**src/rtl/vca_pkg.sv**
```systemverilog
package vca_pkg;

  typedef enum logic [1:0] {
    POL_SPLIT  = 2'd0,
    POL_SHARED = 2'd1,
    POL_SKEW   = 2'd2
  } vca_policy_e;

  // Set of VCs a class may claim on a port with the given policy.
  function automatic logic [31:0] class_mask(input logic [1:0] pol, input logic cls,
                                             input int vcs, input int skew_req);
    logic [31:0] m;
    int lim;
    m = '0;
    lim = (pol == POL_SKEW) ? skew_req : vcs / 2;
    for (int v = 0; v < 32; v++) begin
      if (v < vcs) begin
        if (pol == POL_SHARED) m[v] = 1'b1;
        else if (cls) m[v] = (v >= lim);
        else m[v] = (v < lim);
      end
    end
    return m;
  endfunction

  // Next round-robin pointer value after index idx in a ring of n entries.
  function automatic int ring_next(input int idx, input int n);
    return (idx >= n - 1) ? 0 : idx + 1;
  endfunction

endpackage

```
**src/rtl/vca_rr_arb.sv**
```systemverilog
module vca_rr_arb #(
  parameter int N = 4,
  parameter int W = (N > 1) ? $clog2(N) : 1
) (
  input  logic [N-1:0] req,
  input  logic [W-1:0] ptr,
  output logic         any,
  output logic [W-1:0] idx
);

  always_comb begin
    any = 1'b0;
    idx = '0;
    for (int s = 0; s < N; s++) begin
      if (!any && req[(int'(ptr) + s) % N]) begin
        any = 1'b1;
        idx = W'((int'(ptr) + s) % N);
      end
    end
  end

endmodule

```
**src/rtl/vca_vc_state.sv**
```systemverilog
module vca_vc_state #(
  parameter int DEPTH = 4,
  parameter int CW    = $clog2(DEPTH + 1)
) (
  input  logic          clk,
  input  logic          rst_n,
  input  logic          alloc,
  input  logic          snd,
  input  logic          tail,
  input  logic          ret,
  output logic          free,
  output logic          held,
  output logic          credit_ok,
  output logic [CW-1:0] credits
);

  localparam logic [CW-1:0] FULL = CW'(DEPTH);

  always_ff @(posedge clk or negedge rst_n) begin
    if (!rst_n) held <= 1'b0;
    else if (alloc) held <= 1'b1;
    else if (snd && tail) held <= 1'b0;
  end

  always_ff @(posedge clk or negedge rst_n) begin
    if (!rst_n) credits <= FULL;
    else begin
      case ({snd, ret})
        2'b10:   credits <= credits - 1'b1;
        2'b01:   credits <= credits + 1'b1;
        default: credits <= credits;
      endcase
    end
  end

  assign free      = !held && (credits == FULL);
  assign credit_ok = (credits != '0);

endmodule

```
**src/rtl/vc_class_alloc.sv**
```systemverilog
module vc_class_alloc #(
  parameter int NUM_IN   = 4,
  parameter int NUM_OUT  = 3,
  parameter int VCS      = 4,
  parameter int DEPTH    = 4,
  parameter int SKEW_REQ = 1,
  parameter logic [2*NUM_OUT-1:0] PORT_POL = 6'b10_01_00,
  parameter int PORT_W   = (NUM_OUT > 1) ? $clog2(NUM_OUT) : 1,
  parameter int VC_W     = (VCS > 1) ? $clog2(VCS) : 1
) (
  input  logic                       clk,
  input  logic                       rst_n,
  input  logic [NUM_IN-1:0]          req_valid,
  input  logic [NUM_IN*PORT_W-1:0]   req_port,
  input  logic [NUM_IN-1:0]          req_cls,
  input  logic [NUM_OUT*VCS-1:0]     snd_valid,
  input  logic [NUM_OUT*VCS-1:0]     snd_tail,
  input  logic [NUM_OUT*VCS-1:0]     crd_ret,
  output logic [NUM_IN-1:0]          gnt,
  output logic [NUM_IN*VC_W-1:0]     gnt_vc,
  output logic [NUM_OUT*VCS-1:0]     credit_ok
);
  import vca_pkg::*;

  localparam int NUM_K = NUM_OUT * VCS;
  localparam int IN_W  = (NUM_IN > 1) ? $clog2(NUM_IN) : 1;
  localparam int CW    = $clog2(DEPTH + 1);

  // Named internal events, observed by the bound checker.
  logic [NUM_K-1:0]    free_vec;
  logic [NUM_K-1:0]    held_vec;
  logic [NUM_K-1:0]    alloc_vec;
  logic [NUM_K*CW-1:0] crd_vec;

  logic             pick_ok [NUM_OUT][2];
  logic [VC_W-1:0]  pick_vc [NUM_OUT][2];
  logic [VC_W-1:0]  port_ptr [NUM_OUT];
  logic [IN_W-1:0]  vc_ptr [NUM_K];
  logic [IN_W-1:0]  win_idx [NUM_K];
  logic [NUM_IN-1:0] cont [NUM_K];

  // Per downstream VC: hold flag and credit counter.
  for (genvar k = 0; k < NUM_K; k++) begin : g_vc
    vca_vc_state #(.DEPTH(DEPTH), .CW(CW)) u_state (
      .clk      (clk),
      .rst_n    (rst_n),
      .alloc    (alloc_vec[k]),
      .snd      (snd_valid[k]),
      .tail     (snd_tail[k]),
      .ret      (crd_ret[k]),
      .free     (free_vec[k]),
      .held     (held_vec[k]),
      .credit_ok(credit_ok[k]),
      .credits  (crd_vec[k*CW +: CW])
    );
  end

  // Stage 1: per port and class, pick one free eligible VC from the port pointer.
  for (genvar p = 0; p < NUM_OUT; p++) begin : g_port
    for (genvar c = 0; c < 2; c++) begin : g_cls
      localparam logic [VCS-1:0] MSK =
        VCS'(class_mask(PORT_POL[2*p +: 2], 1'(c), VCS, SKEW_REQ));
      vca_rr_arb #(.N(VCS), .W(VC_W)) u_pick (
        .req(free_vec[p*VCS +: VCS] & MSK),
        .ptr(port_ptr[p]),
        .any(pick_ok[p][c]),
        .idx(pick_vc[p][c])
      );
    end

    logic got_rep, got_req;
    assign got_rep = pick_ok[p][1] && alloc_vec[p*VCS + int'(pick_vc[p][1])];
    assign got_req = pick_ok[p][0] && alloc_vec[p*VCS + int'(pick_vc[p][0])];

    always_ff @(posedge clk or negedge rst_n) begin
      if (!rst_n) port_ptr[p] <= '0;
      else if (got_rep) port_ptr[p] <= VC_W'(ring_next(int'(pick_vc[p][1]), VCS));
      else if (got_req) port_ptr[p] <= VC_W'(ring_next(int'(pick_vc[p][0]), VCS));
    end
  end

  // Stage 2: per downstream VC, arbitrate among inputs whose pick landed on it.
  for (genvar k = 0; k < NUM_K; k++) begin : g_vcarb
    localparam int KP = k / VCS;
    localparam int KV = k % VCS;

    always_comb begin
      for (int i = 0; i < NUM_IN; i++) begin
        cont[k][i] = req_valid[i]
                  && (req_port[i*PORT_W +: PORT_W] == PORT_W'(KP))
                  && pick_ok[KP][req_cls[i]]
                  && (pick_vc[KP][req_cls[i]] == VC_W'(KV));
      end
    end

    vca_rr_arb #(.N(NUM_IN), .W(IN_W)) u_arb (
      .req(cont[k]),
      .ptr(vc_ptr[k]),
      .any(alloc_vec[k]),
      .idx(win_idx[k])
    );

    always_ff @(posedge clk or negedge rst_n) begin
      if (!rst_n) vc_ptr[k] <= '0;
      else if (alloc_vec[k]) vc_ptr[k] <= IN_W'(ring_next(int'(win_idx[k]), NUM_IN));
    end
  end

  // Grant fan-back: each input targets one VC at most, so at most one hit.
  always_comb begin
    gnt    = '0;
    gnt_vc = '0;
    for (int i = 0; i < NUM_IN; i++) begin
      for (int k = 0; k < NUM_K; k++) begin
        if (alloc_vec[k] && (int'(win_idx[k]) == i)) begin
          gnt[i]                  = 1'b1;
          gnt_vc[i*VC_W +: VC_W]  = VC_W'(k % VCS);
        end
      end
    end
  end

endmodule

```
**config.mk**
```make
export PLATFORM = sky130hd
export DESIGN_NAME = vc_class_alloc
export DESIGN_NICKNAME = d
export VERILOG_FILES = /design/src/rtl/vca_pkg.sv /design/src/rtl/vca_rr_arb.sv /design/src/rtl/vca_vc_state.sv /design/src/rtl/vc_class_alloc.sv
export SDC_FILE = /design/constraint.sdc
export NUM_CORES = 1
export LEC_CHECK = 0
export BUFFER_PORTS_ARGS = -buffer_cell sky130_fd_sc_hd__buf_4
export CORE_MARGIN = 2
export CORE_UTILIZATION = 57
export DETAILED_ROUTE_END_ITERATION = 8
export GPL_TIMING_DRIVEN = 0
export PLACE_DENSITY_LB_ADDON = 0.12
export SYNTH_ARGS = -nofsm -noshare
export SYNTH_HDL_FRONTEND = slang
export SYNTH_SLANG_ARGS = --single-unit
```
**constraint.sdc**
```tcl
create_clock -name clk -period 12.3 [get_ports clk]
set_input_delay 2.46 -clock clk [delete_from_list [all_inputs] [get_ports clk]]
set_output_delay 2.46 -clock clk [all_outputs]
set_load 0.03 [all_outputs]
```
==> results.txt <==
The number of DRC markers after the initial detailed-route iteration came out at between 400 and 500. The power after layout came out at 1592 uW. The fill cell total of the finished layout came out at 984. The clock net in this run drives a total of 78 sinks. Yosys printed 0 warnings. For this run, the leading register cell type out of synthesis is sky130_fd_sc_hd__dfrtp_1. The length of routed met2 wiring came out at 8341 um. The detailed router put a total of 7483 um of wire on met1. The leakage power total is 0.003641 uW. The run finished with clean final reports. Clock latency on the worst-skew pair, taken at its later pin, is 0.35 ns. The final RePlAce weighted congestion came out at 0.9371. Setup repair after global routing left no endpoint under its margin. The height of the die came out at around 110 um. The number of nets in the layout is 974.

The count of buffers from port buffering is 77. The antenna diode count came out at 0. Based on the critical path, the design can be clocked at up to ~0.12 GHz. Entering global routing, the biggest net connects 79 pins. The DRC violation count after routing came out at 0. CTS built an H-tree with a depth of 3. The final wirelength is 17,300 um. The area of the core region came out at 11,910 um2.

The synthesized net count is 886. Summed over all nets, wire length on met3 after detailed routing comes to ~960 um. Setup violations remaining at the end of the flow were counted as 0.

The final number of hold-violating endpoints came to 0. The post-cts repair resize count came out at 0. The highest net fanout along the worst path is 9. The number of hold buffers added after CTS was 0.

Headroom to the max-slew limit came out at 0.3119. STA classifies the critical path startpoint as a primary input. The buffer levels on the longest clock path came out at 2. Final hold analysis gives a worst-case slack of roughly 0.47 ns. Of the synthesized area, sequential elements account for 0.2847.

Dividing the detail-routed via count by the number of cells gives 6.067. The setup skew after layout came out at 0.005758 ns. The first global-routing pass estimated 28,060 um of wire. The post-route antenna net violation count is 0. The worst hold path belongs to the class reg -> reg.

The post-synth design cell area came out at 6908 um2. The number of buffers added for setup after CTS is 0. The row count is 40. The initial cell density of the core is 0.5799. The CTS tree is yes. The number of maximum-capacitance constraint violations came out at 0. The number of CTS-inserted buffers came out at 9. The share of synthesized registers carrying an async set or reset came out at 1.000.

The worst path arrival time came out at 5.70 ns. The maximum VDD drop came out at approximately 0.00013 V. The share of cells above drive strength 1 came out at 0.2158. At the placement stage, the worst setup path has a slack of 4.184 ns.

The routed length per placed instance came out at 17.39 um. The final cycle utilization of the critical path is 0.6638. The via count of the first global-routing pass came out at 5,905. The gate count of the mapped netlist is roughly 760. STA classifies the critical path endpoint as an output pin. The minimum setup slack in the final design is between 4 and 5 ns.

The chip width came out at 114.1 um. The power density over the cells is 199.0 nW/um2. The detailed router placed 6,037 vias in this run. The reg2reg setup slack came out at 8.53 ns. The routed design could run at a clock period as short as 8.165 ns. The synthesized netlist contains 87 unique library cells. STA puts the critical path data required time at approximately 9.8 ns. The die covers 13,020 um2.

The layout overhead on the synthesized area is 15.83%. The clock transition at the registers of the reported paths is approximately 0.06 ns. The number of detailed-route iterations in the first pass came out at 5. The initial antenna violation count came out at 0.

Synthesis inferred 78 register bits. between 70 and 80 I/O pins were placed. The worst setup path is of the in -> out kind. The total negative setup slack came out at 0 ns. The cell chosen for the clock root is sky130_fd_sc_hd__clkbuf_16.

At the pin with the least slew margin, the transition time is 1.032 ns. The overall routing resource usage is 0.2735. The aggregate global routing overflow came out at 0.

The number of flops mapped to enable cells by yosys is 0. Routed signal wires occupy layers up through met4. The HPWL after detailed placement is 13,270 um.

The max-slew violation count came out at 0. The average size of a mapped cell came out at 9.150 um2.
## sequential cells by signal, summed over array words and instances (netlist names), named ones only
| name | cells |
|---|---|
| vc_ptr | 24 |
| g_vc.u_state.credits | 36 |
| g_vc.u_state.held | 12 |
| port_ptr | 5 |
## area by class of cell
cell class / count / area [um2] / area share
multi-input cells: 581 / 4508 / 0.5634
well taps: 147 / 183.9 / 0.02299
flip-flops and latches: 78 / 1967 / 0.2458
inverters: 60 / 225.2 / 0.02815
plain buffers: 36 / 207.7 / 0.02596
repair buffers: 77 / 578.1 / 0.07224
clock inverters: 4 / 95.09 / 0.01188
clock buffers: 12 / 236.5 / 0.02955
## worst max-delay path: stages
cell	delay [ns]
sky130_fd_sc_hd__buf_4	0.13
sky130_fd_sc_hd__and3b_1	0.26
sky130_fd_sc_hd__clkbuf_1	0.37
sky130_fd_sc_hd__nor2_1	0.15
sky130_fd_sc_hd__mux4_2	0.48
sky130_fd_sc_hd__a2111oi_2	0.47
sky130_fd_sc_hd__inv_1	0.13
sky130_fd_sc_hd__ha_1	0.23
sky130_fd_sc_hd__nand3_1	0.13
sky130_fd_sc_hd__a21oi_1	0.12
sky130_fd_sc_hd__a221oi_1	0.30
sky130_fd_sc_hd__nand4bb_1	0.23
sky130_fd_sc_hd__buf_4	0.23
## per-layer routing
| metal | vias up | GRT usage |
|---|---|---|
| met1 | 2945 | 0.3414 |
| met3 | 30 | 0.04711 |
| met5 | - | 0 |
| li1 | 2869 | - |
| met2 | 193 | 0.4619 |
| met4 | 0 | 0.1293 |
## through the flow
| step | util | cell area [um2] | instances |
|---|---|---|---|
| floorplan | - | 6908 | 755 |
| CTS | 0.6717 | 8001 | 995 |
| global placement | 0.6439 | 7670 | 979 |
| finish | 0.6717 | 8001 | 995 |
| detailed placement | 0.6439 | 7670 | 979 |
| global route | 0.6717 | 8001 | 995 |
## synthesized netlist by cell type, drive strengths merged, types with 4 or more instances
cell	number	share of area
nand2	67	0.036
a21oi	39	0.029
o221ai	7	0.0098
o21a	12	0.013
a22oi	10	0.012
a32oi	7	0.0089
o22ai	6	0.0054
a221oi	4	0.0051
or2	7	0.0063
nand4bb	6	0.0098
or3	18	0.016
a22o	4	0.0053
nor4b	9	0.018
nand3b	4	0.0043
o221a	6	0.0098
dfstp	12	0.046
mux2	20	0.033
nor2	76	0.044
and3b	4	0.0051
xor2	24	0.030
a21o	19	0.021
or4bb	5	0.0082
a211oi	4	0.0043
o2bb2ai	4	0.0051
o21ai	33	0.024
nand3	10	0.0072
a21boi	9	0.011
inv	60	0.033
ha	65	0.12
clkbuf	12	0.0067
a41oi	4	0.0083
buf	24	0.023
and2	5	0.0045
dfrtp	66	0.24
or4b	13	0.019
xnor2	12	0.015
nor3	13	0.010
fa	12	0.035
## kinds of logic (layout without fill, tap and decap cells)
| logic type | after synthesis | count (layout) | share of synthesized area |
|---|---|---|---|
| compound gates | 191 | 191 | 0.2009 |
| xor+xnor | 36 | 36 | 0.04564 |
| fa+ha+maj | 77 | 77 | 0.1525 |
| buf+inv | 96 | 189 | 0.06267 |
| flops | 78 | 78 | 0.2847 |
| mux | 26 | 26 | 0.04673 |
| simple gates | 251 | 251 | 0.2068 |
## worst paths after layout
check / from / to / depth (start not counted)
min in group asynchronous: rst_n / g_vc[8].u_state.credits[1] / 1
max: req_port[3] / gnt[2] / 13
max reg2reg: g_vc[4].u_state.credits[2] / vc_ptr[13] / 12
min: g_vc[4].u_state.held / g_vc[4].u_state.held / 1
max in group asynchronous: rst_n / port_ptr[3] / 1
min reg2reg: g_vc[4].u_state.held / g_vc[4].u_state.held / 1
## power breakdown
group | switching (uW) | internal, uW
combinational | 404 | 341
sequential | 148 | 391
clock | 110 | 198
## cells in the final DEF (no fill, tap or decap), drive strengths merged, types with 13 or more instances in the layout
cell | synthesis | final
buf | 24 | 101
nor2 | 76 | 76
nand2 | 67 | 67
dfrtp | 66 | 66
ha | 65 | 65
inv | 60 | 60
a21oi | 39 | 39
o21ai | 33 | 33
xor2 | 24 | 24
clkbuf | 12 | 24
mux2 | 20 | 20
a21o | 19 | 19
or3 | 18 | 18
nor3 | 13 | 13
or4b | 13 | 13
Note: power is estimated with default switching activity, not from simulation.
